## config.mk

```make
export PLATFORM = sky130hd
export DESIGN_NAME = ret_stack
export DESIGN_NICKNAME = d
export VERILOG_FILES = /design/src/rtl/ret_stack_pkg.sv /design/src/rtl/ret_stack_mem.sv /design/src/rtl/ret_stack_busif.sv /design/src/rtl/ret_stack_ctrl.sv /design/src/rtl/ret_stack.sv
export SDC_FILE = /design/constraint.sdc
export NUM_CORES = 1
export LEC_CHECK = 0
export ABC_AREA = 1
export BUFFER_PORTS_ARGS = -buffer_cell sky130_fd_sc_hd__buf_2
export CAP_MARGIN = 20
export CELL_PAD_IN_SITES_DETAIL_PLACEMENT = 1
export CELL_PAD_IN_SITES_GLOBAL_PLACEMENT = 2
export CORE_UTILIZATION = 46
export DETAILED_ROUTE_END_ITERATION = 8
export PLACE_DENSITY = 0.81
export SLEW_MARGIN = 20
export SYNTH_ARGS = -nofsm -noshare
export SYNTH_HDL_FRONTEND = slang
export SYNTH_SLANG_ARGS = --single-unit
```

## constraint.sdc

```tcl
create_clock -name clk -period 7.15 [get_ports clk]
set_input_delay 0.3575 -clock clk [delete_from_list [all_inputs] [get_ports clk]]
set_output_delay 0.3575 -clock clk [all_outputs]
set_load 0.005 [all_outputs]
```

## src/rtl/ret_stack_pkg.sv

```systemverilog
package ret_stack_pkg;
    // bus register map; the status bit positions in register 0 are fixed
    typedef enum logic [1:0] {
        REG_PTR   = 2'd0,
        REG_LOW   = 2'd1,
        REG_HIGH  = 2'd2,
        REG_UPPER = 2'd3
    } reg_sel_e;

    localparam int OVF_BIT  = 7;
    localparam int UNF_BIT  = 6;
    localparam int FULL_BIT = 5;
endpackage

```

## src/rtl/ret_stack_mem.sv

```systemverilog
module ret_stack_mem #(
    parameter int AW    = 21,
    parameter int PTR_W = 5,
    localparam int DEPTH = (1 << PTR_W) - 1
) (
    input  logic             clk,
    input  logic             we,
    input  logic [PTR_W-1:0] waddr,
    input  logic [AW-1:0]    wdata,
    input  logic [PTR_W-1:0] raddr,
    output logic [AW-1:0]    rdata
);
    // location 0 has no storage; entries 1..DEPTH only
    logic [AW-1:0] entry_q [DEPTH];

    for (genvar g = 0; g < DEPTH; g++) begin : g_entry
        always_ff @(posedge clk) begin
            if (we && waddr == PTR_W'(g + 1)) begin
                entry_q[g] <= wdata;
            end
        end
    end

    always_comb begin
        rdata = '0;
        if (raddr != '0) begin
            rdata = entry_q[raddr - PTR_W'(1)];
        end
    end
endmodule

```

## src/rtl/ret_stack_busif.sv

```systemverilog
module ret_stack_busif
    import ret_stack_pkg::*;
#(
    parameter int AW    = 21,
    parameter int PTR_W = 5,
    localparam int UW   = AW - 16
) (
    input  logic [1:0]       sel,
    input  logic [7:0]       wdata,
    input  logic [AW-1:0]    tos,
    input  logic [PTR_W-1:0] ptr,
    input  logic             full,
    input  logic             ovf,
    input  logic             unf,
    output logic [7:0]       rdata,
    output logic [AW-1:0]    tos_merged
);
    always_comb begin
        rdata = '0;
        unique case (reg_sel_e'(sel))
            REG_PTR: begin
                rdata[PTR_W-1:0] = ptr;
                rdata[FULL_BIT]  = full;
                rdata[UNF_BIT]   = unf;
                rdata[OVF_BIT]   = ovf;
            end
            REG_LOW:   rdata = tos[7:0];
            REG_HIGH:  rdata = tos[15:8];
            REG_UPPER: rdata[UW-1:0] = tos[AW-1:16];
            default:   rdata = '0;
        endcase
    end

    always_comb begin
        tos_merged = tos;
        unique case (reg_sel_e'(sel))
            REG_LOW:   tos_merged[7:0]   = wdata;
            REG_HIGH:  tos_merged[15:8]  = wdata;
            REG_UPPER: tos_merged[AW-1:16] = wdata[UW-1:0];
            default:   tos_merged = tos;
        endcase
    end
endmodule

```

## src/rtl/ret_stack_ctrl.sv

```systemverilog
module ret_stack_ctrl
    import ret_stack_pkg::*;
#(
    parameter int AW    = 21,
    parameter int PTR_W = 5,
    localparam int DEPTH = (1 << PTR_W) - 1
) (
    input  logic             clk,
    input  logic             rst_n,
    input  logic             push,
    input  logic [AW-1:0]    push_addr,
    input  logic             pop,
    input  logic             bus_we,
    input  logic [1:0]       bus_sel,
    input  logic [7:0]       bus_wdata,
    input  logic [AW-1:0]    tos_merged,
    output logic [PTR_W-1:0] ptr,
    output logic             full,
    output logic             ovf,
    output logic             unf,
    output logic             mem_we,
    output logic [PTR_W-1:0] mem_waddr,
    output logic [AW-1:0]    mem_wdata
);
    typedef struct packed {
        logic [PTR_W-1:0] ptr;
        logic             ovf;
        logic             unf;
    } state_t;

    localparam logic [PTR_W-1:0] TOP = PTR_W'(DEPTH);

    state_t st_d, st_q;

    always_comb begin
        st_d      = st_q;
        mem_we    = 1'b0;
        mem_waddr = st_q.ptr;
        mem_wdata = tos_merged;
        if (bus_we) begin
            if (reg_sel_e'(bus_sel) == REG_PTR) begin
                st_d.ptr = bus_wdata[PTR_W-1:0];
                st_d.unf = bus_wdata[UNF_BIT];
                st_d.ovf = bus_wdata[OVF_BIT];
            end else if (st_q.ptr != '0) begin
                mem_we = 1'b1;
            end
        end else if (push) begin
            if (st_q.ptr == TOP) begin
                st_d.ovf = 1'b1;
            end else begin
                st_d.ptr  = st_q.ptr + PTR_W'(1);
                mem_we    = 1'b1;
                mem_waddr = st_q.ptr + PTR_W'(1);
                mem_wdata = push_addr;
            end
        end else if (pop) begin
            if (st_q.ptr == '0) begin
                st_d.unf = 1'b1;
            end else begin
                st_d.ptr = st_q.ptr - PTR_W'(1);
            end
        end
    end

    always_ff @(posedge clk or negedge rst_n) begin
        if (!rst_n) st_q <= '0;
        else        st_q <= st_d;
    end

    assign ptr  = st_q.ptr;
    assign ovf  = st_q.ovf;
    assign unf  = st_q.unf;
    assign full = (st_q.ptr == TOP);

    // push below the top advances the pointer by one
    a_r2_push_inc: assert property (@(posedge clk) disable iff (!rst_n)
        (push && !bus_we && ptr != TOP) |=> ptr == $past(ptr) + PTR_W'(1));
    // pop of a non-empty stack steps the pointer back by one
    a_r3_pop_dec: assert property (@(posedge clk) disable iff (!rst_n)
        (pop && !push && !bus_we && ptr != '0) |=> ptr == $past(ptr) - PTR_W'(1));
    // refused push keeps the pointer and raises overflow
    a_r5_no_overflow: assert property (@(posedge clk) disable iff (!rst_n)
        (push && !bus_we && ptr == TOP) |=> (ptr == TOP && ovf));
    // refused push never writes storage
    a_r5_no_write: assert property (@(posedge clk) disable iff (!rst_n)
        (push && !bus_we && ptr == TOP) |-> !mem_we);
    // refused pop keeps the pointer and raises underflow
    a_r6_no_underflow: assert property (@(posedge clk) disable iff (!rst_n)
        (pop && !push && !bus_we && ptr == '0) |=> (ptr == '0 && unf));
    // flags only drop through a bus write
    a_r7_ovf_sticky: assert property (@(posedge clk) disable iff (!rst_n)
        (ovf && !bus_we) |=> ovf);
    a_r7_unf_sticky: assert property (@(posedge clk) disable iff (!rst_n)
        (unf && !bus_we) |=> unf);
    // a bus write wins over a push
    a_r11_bus_first: assert property (@(posedge clk) disable iff (!rst_n)
        (bus_we && reg_sel_e'(bus_sel) != REG_PTR) |=> $stable(ptr));
endmodule

```

## src/rtl/ret_stack.sv

```systemverilog
module ret_stack #(
    parameter int AW    = 21,
    parameter int PTR_W = 5
) (
    input  logic          clk,
    input  logic          rst_n,
    input  logic          push_i,
    input  logic [AW-1:0] push_addr_i,
    input  logic          pop_i,
    output logic [AW-1:0] tos_o,
    output logic          full_o,
    output logic          overflow_o,
    output logic          underflow_o,
    input  logic [1:0]    bus_sel_i,
    input  logic          bus_we_i,
    input  logic [7:0]    bus_wdata_i,
    output logic [7:0]    bus_rdata_o
);
    logic [PTR_W-1:0] ptr, mem_waddr;
    logic [AW-1:0]    tos_merged, mem_wdata;
    logic             mem_we;

    ret_stack_ctrl #(.AW(AW), .PTR_W(PTR_W)) u_ctrl (
        .clk        (clk),
        .rst_n      (rst_n),
        .push       (push_i),
        .push_addr  (push_addr_i),
        .pop        (pop_i),
        .bus_we     (bus_we_i),
        .bus_sel    (bus_sel_i),
        .bus_wdata  (bus_wdata_i),
        .tos_merged (tos_merged),
        .ptr        (ptr),
        .full       (full_o),
        .ovf        (overflow_o),
        .unf        (underflow_o),
        .mem_we     (mem_we),
        .mem_waddr  (mem_waddr),
        .mem_wdata  (mem_wdata)
    );

    ret_stack_mem #(.AW(AW), .PTR_W(PTR_W)) u_mem (
        .clk   (clk),
        .we    (mem_we),
        .waddr (mem_waddr),
        .wdata (mem_wdata),
        .raddr (ptr),
        .rdata (tos_o)
    );

    ret_stack_busif #(.AW(AW), .PTR_W(PTR_W)) u_busif (
        .sel        (bus_sel_i),
        .wdata      (bus_wdata_i),
        .tos        (tos_o),
        .ptr        (ptr),
        .full       (full_o),
        .ovf        (overflow_o),
        .unf        (underflow_o),
        .rdata      (bus_rdata_o),
        .tos_merged (tos_merged)
    );

    // an empty stack shows no entry
    a_r10_empty_zero: assert property (@(posedge clk) disable iff (!rst_n)
        (ptr == '0) |-> (tos_o == '0));
    // refused pop returns zero
    a_r6_pop_zero: assert property (@(posedge clk) disable iff (!rst_n)
        (pop_i && ptr == '0) |-> (tos_o == '0));
endmodule

```

==> flow_metrics.py, run 1 <==
metrics = {
    "timing": {
        "fin_setup_tns_ps": 0,
        "tightest_slew_ps": 1190,
        "skew_ps": 27.0,
        "timing.final.ws_setup_ps": 1650,
        "setup_viol": 0,
        "period_minus_slack_ps": 5500,
        "fin_crit_sh_pct": 76.9,
        "rsz0062_at_grt": "false",
        "max_freq_mhz": 182,
        "slew_violations": 0,
        "hold_violations": 0,
        "max_slew_margin_pct": 20.7,
    },
    "logic_synthesis": {
        "synth-seq-area-share_pct": 70.9,
        "netlist.area_leader.share_pct": 70.2,
        "ys_top_cells_by_area": "edfxtp_1 70%, nand3_1 11%, nand2_1 9.5%",
        "syn_avg_cell_area_um2": 11.5,
        "synth_edf_count": 651,
        "syn_inst": 2416,
        "yosysMostFrequentCell": "nand2_1",
        "ys_warn_count": 0,
        "synth_nets": 2455,
        "yosys-top-cells-count": "705 x nand2_1, 651 x edfxtp_1, 637 x nand3_1",
        "synthFlopType": "edfxtp_1",
        "synth_cell_types": 37,
        "async_reset_ff_share_pct": 1.06,
        "yosysTopAreaCell": "edfxtp_1",
        "syn-cell-area_um2": 27800,
        "synth_seq_cells": 658,
    },
    "power": {
        "p_sw_share_pct": 33.8,
        "ir_drop_mv": 0.209,
        "p_per_area_nw_per_um2": 370,
        "p_clk_share_pct": 31.8,
        "p_sw_mw": 3.94,
        "p_int_mw": 7.72,
        "leakagePower_nw": 11.2,
        "power_frac_comb_pct": 26.5,
        "p_seq_share_pct": 41.7,
    },
    "floorplan": {
        "boundaryPins": 68,
        "die_area_um2": 61500,
        "core_area_um2": 59400,
        "die_w_um": 248,
        "initial_core_util_pct": 46.9,
        "fp.dieH_um": 248,
        "rows": 89,
    },
    "final_layout": {
        "areaGrowthSynthToFinish_pct": 13.1,
        "antennaDiodeCount": 0,
        "final_layout_size_suffix_gt1_share_pct": 13.8,
        "nets": 2501,
    },
    "clocking": {
        "clkTransAtPathRegs_ps": 60,
        "cts.repair.resized": 0,
        "cts_max_path_buffers": 3,
        "cts_tree": "yes",
        "worstSkewPairLatency_ps": 630,
        "clock-sinks": 658,
        "clockRootBuffer": "clkbuf_16",
        "h-tree-depth": 3,
        "cts_buffers": 73,
    },
    "flow_run": {
        "cap_violations": 0,
    },
    "hold_path": {
        "hp-class": "input pin to flip-flop",
    },
    "drt": {
        "first_pass_iters": 5,
        "drcViolationCount": 0,
        "dr.first_iter.drc_count": 2008,
        "viasPerCell": 6.10,
        "drt-met1-wl_um": 38600,
        "vias": 20100,
        "postRouteAntennaNets": 0,
        "wl_met3_um": 7930,
        "routed_wl_um": 94500,
        "routed.top_layer": "met4",
        "wl_per_cell_um": 28.7,
        "met2_length_um": 44900,
    },
    "outcome": {
        "status": "finished, final reports clean",
    },
    "global_routing": {
        "grt-ovfl-total": 0,
        "grt_usage_pct": 31.3,
        "antenna_found_initial": 0,
        "grt_pass1_vias": 20300,
        "grt_pass1_wl_um": 137000,
        "grt_max_degree": 123,
    },
    "critical_path": {
        "cp_data_arrival_time_ps": 5140,
        "worstSetupPathType": "flip-flop to primary output",
        "worstPathRequired_ps": 6790,
        "cp-end-kind": "primary output",
        "crit_fanout": 122,
        "startpoint_type": "flip-flop",
    },
    "placed_design": {
        "pre_cts_ws_ps": 1800,
        "port_buffers": 67,
        "gp_congestion": 0.841,
        "dp_hpwl_um": 50800,
    },
}
## metrics by stage
step	instance area, um2	cells	power (mW)	hold slack, ps	utilization (%)
after floorplan	27800	2416	6.77	61.9	-
after global placement	29000	3156	7.86	221	48.8
after detailed placement	29000	3157	7.95	222	48.9
after CTS	31300	3291	11.6	35.9	52.8
after global routing	31500	3293	12.1	75.7	53.0
final	31500	3293	11.7	47.9	53.0
## state kept, by name (all words and copies together) (netlist names)
| signal | cells |
|---|---|
| u_mem.entry_q | 651 |
| u_ctrl.ovf | 1 |
| u_ctrl.unf | 1 |
| u_ctrl.ptr | 5 |
## cells by family (layout without fill, tap and decap cells)
logic type / after synthesis / count (layout) / share of synthesized area, %
compound gates: 87 / 87 / 1.76
xor+xnor: 3 / 3 / 0.162
fa+ha+maj: 3 / 3 / 0.135
buf+inv: 194 / 298 / 3.58
flops: 658 / 658 / 70.9
simple gates: 1471 / 1471 / 23.5
## power groups by stage
stage	Sequential (mW)	Clock, mW	Combinational (mW)
2_1_floorplan	4.91	0	1.86
3_3_place_gp	4.94	0	2.92
3_5_place_dp	4.94	0	3.01
4_1_cts	4.86	3.74	3.03
5_1_grt	4.87	3.87	3.34
6_report	4.86	3.70	3.09
## final cells by class
| type | instances | area, um2 |
|---|---|---|
| sequential | 658 | 19700 |
| fill | 6174 | 27900 |
| clock buffer | 90 | 1910 |
| timing repair buffer | 125 | 846 |
| clock inverter | 43 | 418 |
| multi-input combinational | 1564 | 7430 |
| inverter | 40 | 173 |
| tap | 773 | 967 |
## placed cells by master (no fill, tap or decap), types with 7 or more instances in the layout
cell       Yosys  layout
nor2_1        73      43
clkinv_1       1      19
nand2_1      705     704
inv_2         11       9
clkbuf_16      0      74
inv_1         24      24
a21oi_2        6      14
nor2_2         5      27
or2_2         21      21
clkinv_2       0      10
o21ai_0        8       8
a21oi_1       60      40
a21oi_4        0      12
buf_4         25      53
edfxtp_1     651     651
nand3_1      637     637
clkbuf_1      24      16
buf_2         96      67
nand4_1        8       8
bufinv_16      0       7
nor2_4         4      12
## critical path, stage by stage, from the launching register on
cell	delay, ps
dfrtp_4	920
inv_8	420
ha_4	610
inv_6	810
buf_4	490
nand3_1	140
nand3_1	90
nand3_1	80
nand3_1	260
nand2_1	200
nand3_1	110
nand4_1	100
buf_2	150
## worst paths after layout
check                                                  endpoint  cells past startpoint                       from  slack [ps]
max in group asynchronous             u_ctrl.ptr[0]$_DFFE_PN0P_                      2                      rst_n        6810
worst max-delay path                             bus_rdata_o[2]                     12  u_ctrl.ptr[0]$_DFFE_PN0P_        1650
min in group asynchronous             u_ctrl.ptr[2]$_DFFE_PN0P_                      2                      rst_n         140
worst min-delay path                     u_ctrl.unf$_DFFE_PN0P_                      3                      pop_i          50
worst max register to register  u_mem.entry_q[30][19]$_DFFE_PP_                     10  u_ctrl.ptr[0]$_DFFE_PN0P_        1950
worst min register to register        u_ctrl.ptr[1]$_DFFE_PN0P_                      2  u_ctrl.ptr[1]$_DFFE_PN0P_         650
## metal layers
layer	track usage, %	vias to the layer above
met1	42.9	10300
met3	5.18	169
li1	-	8678
met5	0	-
met2	50.1	903
met4	11.4	0
## what timing repair did
action	4_1_cts	5_1_grt
endpoints found under the hold margin	7	0
hold buffers	1	0
buffers inserted	0	0
Note: power is estimated with default switching activity, not from simulation.
==> run 2: changes to the inputs <==
--- a/config.mk
+++ b/config.mk
@@ -10,9 +10,9 @@
 export CAP_MARGIN = 20
 export CELL_PAD_IN_SITES_DETAIL_PLACEMENT = 1
 export CELL_PAD_IN_SITES_GLOBAL_PLACEMENT = 2
-export CORE_UTILIZATION = 46
+export CORE_UTILIZATION = 43
 export DETAILED_ROUTE_END_ITERATION = 8
-export PLACE_DENSITY = 0.81
+export PLACE_DENSITY = 0.76
 export SLEW_MARGIN = 20
 export SYNTH_ARGS = -nofsm -noshare
 export SYNTH_HDL_FRONTEND = slang
==> constraint.sdc (replaced) <==
create_clock -name clk -period 5.7 [get_ports clk]
set_input_delay 0.285 -clock clk [delete_from_list [all_inputs] [get_ports clk]]
set_output_delay 0.285 -clock clk [all_outputs]
set_load 0.005 [all_outputs]
==> run 2 against run 1 <==
Compared with the run above:
- via count down 0.22%
- clock skew up 2.6 ps
- sequential share of layout area down 0.72 points
- first-iteration DRC count up 9.7%
- hold slack better by 6.3 ps
- sequential cell count unchanged
- non-clock buffer count up 33
- critical endpoint is now tos_o[11]
- largest cell class unchanged
- largest power group unchanged
==> flow_metrics.py, run 2 (synthesized netlist as in run 1, its figures left out) <==
metrics = {
    "timing": {
        "max_freq_mhz": 212,
        "tightest_slew_ps": 1210,
        "skew_ps": 29.6,
        "fin_setup_tns_ps": 0,
        "slew_violations": 0,
        "holdWs_ps": 54.2,
        "period_minus_slack_ps": 4720,
        "fin_crit_sh_pct": 82.8,
        "setup_viol": 0,
        "hold_violations": 0,
        "rsz0062_at_grt": "false",
        "max_slew_margin_pct": 19.6,
    },
    "critical_path": {
        "r2r-end": "u_mem.entry_q[27][4]$_DFFE_PP_",
        "cp_common_cell": "nand3_1",
        "reg2reg_slack_ps": 1320,
        "startpoint_type": "flip-flop",
        "slowest_delay_ps": 670,
        "worstPathRequired_ps": 5410,
        "worstRegToRegCells": 11,
        "timing.rr.start": "u_ctrl.ptr[0]$_DFFE_PN0P_",
        "worstSetupPathType": "flip-flop to primary output",
        "cp-end-kind": "primary output",
        "crit_fanout": 61,
        "path_buf_inv": 4,
        "critPathTopFamily": "buffers and inverters",
        "cp_slowest_cell": "buf_4",
        "crit_cells": 10,
        "crit_chain": "inv_8 -> buf_4 -> buf_4 -> nand2_1 -> nand3_1 -> nand3_1 -> nand3_1 -> nand3_1 -> a21oi_1 -> buf_2",
        "cp_data_arrival_time_ps": 4440,
    },
    "placed_design": {
        "dp_hpwl_um": 56700,
        "port_buffers": 67,
        "place_area_um2": 29500,
        "gp_congestion": 0.875,
    },
    "global_routing": {
        "antenna_found_initial": 1,
        "grt_max_degree": 204,
        "grt-ovfl-total": 0,
        "grt_usage_pct": 29.7,
        "grt_pass1_vias": 20200,
        "grt_pass1_wl_um": 141000,
    },
    "drt": {
        "postRouteAntennaNets": 0,
        "routed_wl_um": 97700,
        "dr.first_iter.drc_count": 2203,
        "drcViolationCount": 0,
        "wl_per_cell_um": 28.8,
        "vias": 20000,
        "first_pass_iters": 6,
        "viasPerCell": 5.91,
    },
    "hold_path": {
        "hold_end": "u_mem.entry_q[15][18]$_DFFE_PP_",
        "holdPathStages": 3,
        "hp-class": "input pin to flip-flop",
        "worstHoldStart": "push_addr_i[18]",
    },
    "clocking": {
        "cts_buffers": 71,
        "cts_max_path_buffers": 3,
        "h-tree-depth": 3,
        "worstSkewPairLatency_ps": 630,
        "cts_setup_buffers": 0,
        "clkTransAtPathRegs_ps": 60,
        "clock-sinks": 658,
        "cts_tree": "yes",
        "cts.repair.resized": 0,
        "clockRootBuffer": "clkbuf_16",
    },
    "final_layout": {
        "most-common-layout-cells": "705 x nand2_1, 651 x edfxtp_1, 637 x nand3_1",
        "final_layout_size_suffix_gt1_share_pct": 14.8,
        "areaGrowthSynthToFinish_pct": 14.4,
        "final-seq-area_um2": 19700,
        "antennaDiodeCount": 0,
        "layout_commonest_cell": "nand2_1",
        "n_fill_cell": 6644,
        "nets": 2532,
        "fin_area_um2": 31800,
        "largest_reg_flops": 651,
        "largest_register": "u_mem.entry_q",
        "multiInputGateArea_um2": 7420,
    },
    "floorplan": {
        "core_area_um2": 63500,
        "initial_core_util_pct": 43.8,
        "die_w_um": 256,
        "die_area_um2": 65800,
        "fp.dieH_um": 256,
        "boundaryPins": 68,
        "rows": 92,
    },
    "power": {
        "leakagePower_nw": 11.3,
        "p_per_area_nw_per_um2": 463,
        "ir_drop_mv": 0.288,
    },
    "outcome": {
        "status": "finished, final reports clean",
    },
    "flow_run": {
        "cap_violations": 0,
    },
}
## run 2: worst max path at each step
| stage | from | end | slack (ps) |
|---|---|---|---|
| 6_report | u_ctrl.ptr[0]$_DFFE_PN0P_ | tos_o[11] | 980 |
| 2_1_floorplan | u_ctrl.ptr[0]$_DFFE_PN0P_ | u_mem.entry_q[15][0]$_DFFE_PP_ | 1990 |
| 4_1_cts | u_ctrl.ptr[0]$_DFFE_PN0P_ | tos_o[11] | 1020 |
| 3_5_place_dp | u_ctrl.ptr[0]$_DFFE_PN0P_ | u_mem.entry_q[3][12]$_DFFE_PP_ | 1310 |
| 5_1_grt | u_ctrl.ptr[0]$_DFFE_PN0P_ | tos_o[11] | 880 |
| 3_3_place_gp | u_ctrl.ptr[0]$_DFFE_PN0P_ | u_mem.entry_q[10][0]$_DFFE_PP_ | 1390 |
## run 2: power by group
part / switching, mW / internal, mW / total, mW
Clock: 1.97 / 2.64 / 4.62
Sequential: 0.0650 / 6.01 / 6.07
Combinational: 3.03 / 1.02 / 4.05
## run 2: area by class of cell
type                    count  area share (%)
flip-flops and latches    658            62.0
multi-input cells        1564            23.3
inverters                  40           0.542
repair buffers            158            3.66
well taps                 846            3.32
clock inverters            43            1.30
clock buffers              84            5.90
## run 2: stage by stage
step / setup WS, ps / total power, mW / std cells / utilization [%]
global route: 879 / 15.3 / 3393 / 50.1
detailed placement: 1310 / 10.2 / 3262 / 46.4
global placement: 1390 / 10.1 / 3262 / 46.4
floorplan: 1990 / 8.49 / 2416 / -
CTS: 1020 / 14.8 / 3393 / 50.1
finish: 978 / 14.7 / 3393 / 50.1
## run 2: worst min-delay path, cell delays in order
cell and delay [ps]:
buf_2 110, nor2_1 50, a21oi_2 110
## run 2: layer usage
layer	GRT usage (%)	up-vias	share of wire, %
met5	0	-	0
met4	9.79	0	2.9
met3	5.09	142	8.2
met2	46.9	827	46
met1	41.9	10400	43
li1	-	8707	-
## run 2: timing repair
item	CTS	global route
setup endpoints to repair	0	0
endpoints found under the hold margin	9	0
hold buffers	4	0
